--- config.mk ---
export PLATFORM = sky130hd
export DESIGN_NAME = shared_wr_coord
export DESIGN_NICKNAME = d
export VERILOG_FILES = /design/src/rtl/wrc_pkg.sv /design/src/rtl/wrc_pick.sv /design/src/rtl/wrc_fsm.sv /design/src/rtl/wrc_store.sv /design/src/rtl/shared_wr_coord.sv
export SDC_FILE = /design/constraint.sdc
export NUM_CORES = 2
export LEC_CHECK = 0
export BUFFER_PORTS_ARGS = -buffer_cell sky130_fd_sc_hd__clkbuf_2
export CORE_MARGIN = 10
export CORE_UTILIZATION = 40
export CTS_CLUSTER_SIZE = 40
export DETAILED_ROUTE_END_ITERATION = 8
export GPL_TIMING_DRIVEN = 0
export RECOVER_POWER = 100
export SLEW_MARGIN = 5
export SYNTH_ARGS = -nofsm -noshare
export SYNTH_HDL_FRONTEND = slang
export SYNTH_SLANG_ARGS = --single-unit
--- constraint.sdc ---
create_clock -name clk -period 4.8 [get_ports clk]
set_input_delay 0.24 -clock clk [delete_from_list [all_inputs] [get_ports clk]]
set_output_delay 0.24 -clock clk [all_outputs]
set_load 0.1 [all_outputs]
--- src/rtl/wrc_pkg.sv ---
package wrc_pkg;
    typedef enum logic {
        WRC_SCAN = 1'b0,
        WRC_HOLD = 1'b1
    } wrc_state_e;
endpackage

--- src/rtl/wrc_pick.sv ---
module wrc_pick #(
    parameter int NP = 4,
    localparam int IW = (NP > 1) ? $clog2(NP) : 1
) (
    input  logic [NP-1:0] req,
    output logic          any,
    output logic [IW-1:0] idx
);
    always_comb begin
        idx = '0;
        for (int i = NP - 1; i >= 0; i--) begin
            if (req[i]) idx = IW'(i);
        end
    end

    assign any = |req;
endmodule

--- src/rtl/wrc_fsm.sv ---
module wrc_fsm
    import wrc_pkg::*;
#(
    parameter int NP = 4,
    localparam int IW = (NP > 1) ? $clog2(NP) : 1
) (
    input  logic          clk,
    input  logic          rst,
    input  logic [NP-1:0] req,
    input  logic          pick_any,
    input  logic [IW-1:0] pick_idx,
    output logic          we,
    output logic [NP-1:0] ack
);
    wrc_state_e st_q, st_d;
    logic [IW-1:0] owner_q;
    logic          owner_req;

    assign owner_req = req[owner_q];
    assign we        = (st_q == WRC_SCAN) && pick_any;

    always_comb begin
        st_d = st_q;
        unique case (st_q)
            WRC_SCAN: if (pick_any)   st_d = WRC_HOLD;
            WRC_HOLD: if (!owner_req) st_d = WRC_SCAN;
            default:                  st_d = WRC_SCAN;
        endcase
    end

    // state register
    always_ff @(posedge clk) begin
        if (rst) begin
            st_q    <= WRC_SCAN;
            owner_q <= '0;
        end else begin
            st_q <= st_d;
            if (we) owner_q <= pick_idx;
        end
    end

    // registered outputs
    always_ff @(posedge clk) begin
        if (rst) begin
            ack <= '0;
        end else begin
            unique case (st_q)
                WRC_SCAN: if (pick_any)   ack <= NP'(1) << pick_idx;
                WRC_HOLD: if (!owner_req) ack <= '0;
                default:                  ack <= '0;
            endcase
        end
    end


    ack_onehot_chk: assert property (@(posedge clk) disable iff (rst)
        $onehot0(ack));


    ack_hold_chk: assert property (@(posedge clk) disable iff (rst)
        (st_q == WRC_HOLD && owner_req) |=> $stable(ack));


    ack_release_chk: assert property (@(posedge clk) disable iff (rst)
        (st_q == WRC_HOLD && !owner_req) |=> (ack == '0));


    grant_ack_chk: assert property (@(posedge clk) disable iff (rst)
        (st_q == WRC_SCAN && (req != '0)) |=> $onehot(ack));


    we_spacing_chk: assert property (@(posedge clk) disable iff (rst)
        we |=> !we);
endmodule

--- src/rtl/wrc_store.sv ---
module wrc_store #(
    parameter int ROWS = 6,
    parameter int COLS = 7,
    parameter int DW   = 32,
    localparam int RW  = (ROWS > 1) ? $clog2(ROWS) : 1,
    localparam int CW  = (COLS > 1) ? $clog2(COLS) : 1
) (
    input  logic          clk,
    input  logic          rst,
    input  logic          we,
    input  logic [RW-1:0] w_row,
    input  logic [CW-1:0] w_col,
    input  logic [DW-1:0] w_data,
    input  logic [RW-1:0] r_row,
    input  logic [CW-1:0] r_col,
    output logic [DW-1:0] r_data
);
    logic [COLS-1:0][DW-1:0] row_view [ROWS];
    logic w_ok;
    logic r_ok;

    assign w_ok = (int'(w_row) < ROWS) && (int'(w_col) < COLS);
    assign r_ok = (int'(r_row) < ROWS) && (int'(r_col) < COLS);

    for (genvar g = 0; g < ROWS; g++) begin : g_row
        logic [COLS-1:0][DW-1:0] cells_q;
        logic                    hit;

        assign hit         = we && w_ok && (int'(w_row) == g);
        assign row_view[g] = cells_q;

        always_ff @(posedge clk) begin
            if (rst) begin
                cells_q <= '0;
            end else if (hit) begin
                cells_q[w_col] <= w_data;
            end
        end
    end

    always_comb begin
        r_data = '0;
        for (int i = 0; i < ROWS; i++) begin
            if (r_ok && (int'(r_row) == i)) r_data = row_view[i][r_col];
        end
    end
endmodule

--- src/rtl/shared_wr_coord.sv ---
module shared_wr_coord #(
    parameter int NP   = 4,
    parameter int ROWS = 6,
    parameter int COLS = 7,
    parameter int DW   = 32,
    localparam int RW  = (ROWS > 1) ? $clog2(ROWS) : 1,
    localparam int CW  = (COLS > 1) ? $clog2(COLS) : 1,
    localparam int IW  = (NP > 1) ? $clog2(NP) : 1
) (
    input  logic             clk,
    input  logic             rst,
    input  logic [NP-1:0]    req,
    input  logic [NP*DW-1:0] wr_data,
    input  logic [NP*RW-1:0] wr_row,
    input  logic [NP*CW-1:0] wr_col,
    output logic [NP-1:0]    ack,
    input  logic [RW-1:0]    rd_row,
    input  logic [CW-1:0]    rd_col,
    output logic [DW-1:0]    rd_data
);
    logic          pick_any;
    logic [IW-1:0] pick_idx;
    logic          we;
    logic [DW-1:0] sel_data;
    logic [RW-1:0] sel_row;
    logic [CW-1:0] sel_col;

    wrc_pick #(.NP(NP)) u_pick (
        .req (req),
        .any (pick_any),
        .idx (pick_idx)
    );

    wrc_fsm #(.NP(NP)) u_fsm (
        .clk      (clk),
        .rst      (rst),
        .req      (req),
        .pick_any (pick_any),
        .pick_idx (pick_idx),
        .we       (we),
        .ack      (ack)
    );

    assign sel_data = wr_data[pick_idx*DW +: DW];
    assign sel_row  = wr_row[pick_idx*RW +: RW];
    assign sel_col  = wr_col[pick_idx*CW +: CW];

    wrc_store #(.ROWS(ROWS), .COLS(COLS), .DW(DW)) u_store (
        .clk    (clk),
        .rst    (rst),
        .we     (we),
        .w_row  (sel_row),
        .w_col  (sel_col),
        .w_data (sel_data),
        .r_row  (rd_row),
        .r_col  (rd_col),
        .r_data (rd_data)
    );
endmodule

==> summary.md <==
| Metric | Value |
|---|---|
| Ys async rst share | `0` |
| Final worst setup slack | `-0.434 ns` |
| Initial Utilization | `0.402` |
| R2r setup slk | `0.88 ns` |
| Port Buffers | `194` |
| Peak VDD IR | `373 uV` |
| Crit-path cells | `clkbuf_1 -> buf_2 -> buf_2 -> buf_4 -> buf_1 -> mux4_2 -> o21ai_0 -> a2bb2oi_1 -> clkbuf_2` |
| CP required | `4.56 ns` |
| Mean Syn Cell Area | `10.6 um2` |
| Normalized max-slew margin | `-0.243` |
| TritonCTS buffer count | `151` |
| GP Congestion | `1.08` |
| Worst-path maximum fanout | `10` |
| Ports | `200` |
| Crit path top cell by count | `buf_2` |
| Number of synthesized flops with an enable pin | `0` |
| CP max stage cell | `o21ai_0` |
| First-pass GRT wire length | `418000 um` |
| Post-CTS setup buffer count | `0` |
| HPWL Detailed | `225000 um` |
| DIE HEIGHT | `419 um` |
| Type of origin of the critical path | `input pin` |
| Worst min path class | `in -> reg` |
| Min-delay src | `wr_data[84]` |
| Reg-to-reg endpoint | `u_store.g_row[3].cells_q[30]` |
| Synth Instances | `6017` |
| Slew Limit Fails | `120` |
| Kind of critical path | `in -> out` |
| Layout cell share with drive strength beyond 1 | `0.118` |
| Die Span X | `419 um` |
| Register area share after synthesis | `0.426` |
| Launch point of the worst reg-to-reg path | `u_fsm.st_q` |
| Gr usage total | `0.343` |
| DRC | `0` |
| Mapped cell area | `63600 um2` |
| Worst r2r path cells | `7` |
| Clock Skews | `0.0368 ns` |
| Final worst path period need | `5.23 ns` |
| Routed vias/inst | `6.03` |
| Final Setup Violations | `37` |
| Antenna violations before repair | `31` |
| Worst Hold Depth | `6` |
| Vias in the first global route | `50.1k` |
| Clock Tree Root | `clkbuf_16` |
| Clk buf depth | `3` |
| Area occupied by registers | `27000 um2` |
| Violated checks | `capacitance limit, slew limit, setup timing` |
| Yosys warnings | `0` |
| CORE AREA | `158000 um2` |
| Pwr per Cell Area | `365 nW/um2` |
| LEAKAGE | `30.8 nW` |
| Area Overhead vs Synth | `14.0%` |
| Period utilization | `1.09` |
| FF+latch count, synth | `1351` |
| Achievable clock frequency | `191 MHz` |
| Multi-input logic area | `34000 um2` |
| Total Power | `26.5 mW` |
| Largest net degree at the start of global routing | `20` |
| Yosys top cell area share | `0.426` |
| Slowest Stage Delay on Critical Path | `0.88 ns` |
| CTS tree | `done` |
| Count leader, synth | `mux2i_1` |
| DR vias | `51.7k` |
| Area contributors post-synth | `dfxtp_1, mux2i_1, nand2b_1` |
| Post-route ant nets | `0` |
| H-tree depth | `4` |
| Net count, final | `6539` |
| Max_cap viols | `13` |
| Hold Fails Final Rpt | `0` |
| DR WL/cell | `36.2 um` |
| Outcome | `finished, violations left` |
| First DRT Iteration DRCs | `6893` |
| Placed cell area | `67300 um2` |
| Critical path endpoint category | `output port` |
| Most used DFF post-synth | `dfxtp_1` |
| Skew-Pair Late Insertion Delay | `0.86 ns` |
| Final WL | `311000 um` |
| Design area | `72500 um2` |
| Top cells by count, synth | `mux2i_1, nand2b_1, dfxtp_1` |
| Hold EP | `u_store.g_row[2].cells_q[148]` |
| Critical Path AT | `4.99 ns` |
| DRT Pass-1 Iters | `7` |
| Unrepaired setup endpoints after global routing | `yes` |
| Post-Syn Nets | `6181` |
| Die ar. | `175000 um2` |
| Synth unique cells | `51` |
| Cell taking the most area after synthesis | `dfxtp_1` |
| Row count | `146` |
| Worst-Margin Slew | `1.87 ns` |
| Worst-path clk slew | `0.06 ns` |
| Clock sinks | `1351` |
| GRT overflow | `0` |
| Fill cells | `15.1k` |
## what timing repair did
item                       CTS  global route
hold endpoints to repair     2             0
setup endpoints to repair   31            20
hold buffers                 3             0
gates resized for setup     48            35
## metrics by stage
step	setup TNS, ns	util	std cells	setup slack [ns]	hold slack, ns
6_report	-3.02	0.458	8577	-0.434	0.136
3_5_place_dp	-25.98	0.425	8290	-1.42	0.458
4_1_cts	0	0.459	8560	0.000557	0.123
2_1_floorplan	0	-	6017	0.957	0.445
5_1_grt	-0.653	0.458	8567	-0.0691	0.189
3_3_place_gp	-42.01	0.424	8283	-1.81	0.454
## cell families (layout without fill, tap and decap cells)
logic type | after synthesis | in the layout | share of synthesized area
multiplexers | 1775 | 1775 | 0.316
AND/OR/NAND/NOR | 1691 | 1691 | 0.158
flip-flops | 1351 | 1351 | 0.426
buffers and inverters | 632 | 1106 | 0.0405
AO/OA/AOI/OAI | 568 | 568 | 0.0604
other | 0 | 14 | 0
## layer usage
| metal | track usage | wire, um | up-vias |
|---|---|---|---|
| li1 | - | - | 21700 |
| met1 | 0.436 | 123000 | 26200 |
| met2 | 0.481 | 125000 | 2949 |
| met3 | 0.106 | 32800 | 876 |
| met4 | 0.265 | 28900 | 20 |
| met5 | 0 | 258 | - |
## worst max-delay path by stage
stage / start / endpoint / slack, ns
floorplan: rd_col[1] / rd_data[12] / 0.96
global placement: rd_col[0] / rd_data[12] / -1.81
detailed placement: rd_col[0] / rd_data[3] / -1.42
CTS: rd_col[0] / rd_data[18] / 0.0006
global route: rd_col[1] / rd_data[26] / -0.07
finish: rd_col[1] / rd_data[26] / -0.43
## cell type report
cell class / count / area share
antenna: 14 / 0.000483
clock buffer: 220 / 0.0600
buffer: 629 / 0.0361
timing repair buffer: 207 / 0.0152
multi-input combinational: 4034 / 0.469
tap: 2072 / 0.0358
sequential: 1351 / 0.373
clock inverter: 49 / 0.0104
inverter: 1 / 0.0000518
## placed cells by master (no fill, tap or decap), types with 9 or more instances in the layout
cell and n:
mux2i_1 1591, nand2b_1 1383, dfxtp_1 1351, clkbuf_1 522, clkbuf_2 248, mux4_2 183, nand2_1 173, clkbuf_16 151
o21ai_0 145, o211ai_1 131, a22oi_1 89, a21oi_1 54, buf_2 53, nor2_1 52, o22ai_1 38, clkbuf_8 32
o2bb2ai_1 25, buf_1 20, o2111ai_1 20, clkinv_2 20, diode_2 14, o221ai_1 14, a21o_1 12, buf_4 10
nand4_1 10, a2bb2oi_1 10, bufinv_16 10, nand3_1 9, or2_2 9, a31oi_1 9, nor3_1 9
## registers in the layout, summed over array words and instances (netlist names)
register and count:
u_fsm.st_q 1, u_fsm.ack 4, u_store.g_row.cells_q 1344, u_fsm.owner_q 2
## power by group
group / internal [mW] / switching, mW / total (mW)
registers: 11.3 / 0.0479 / 11.3
logic: 0.711 / 2.25 / 2.97
clock network: 6.90 / 5.24 / 12.1
## critical path, delay by kind of cell
kind / cells / cell delay [ns]
compound gates: 2 / 1.30
buf+inv: 6 / 2.96
mux: 1 / 0.40
Power figures use the tool's default switching activity.
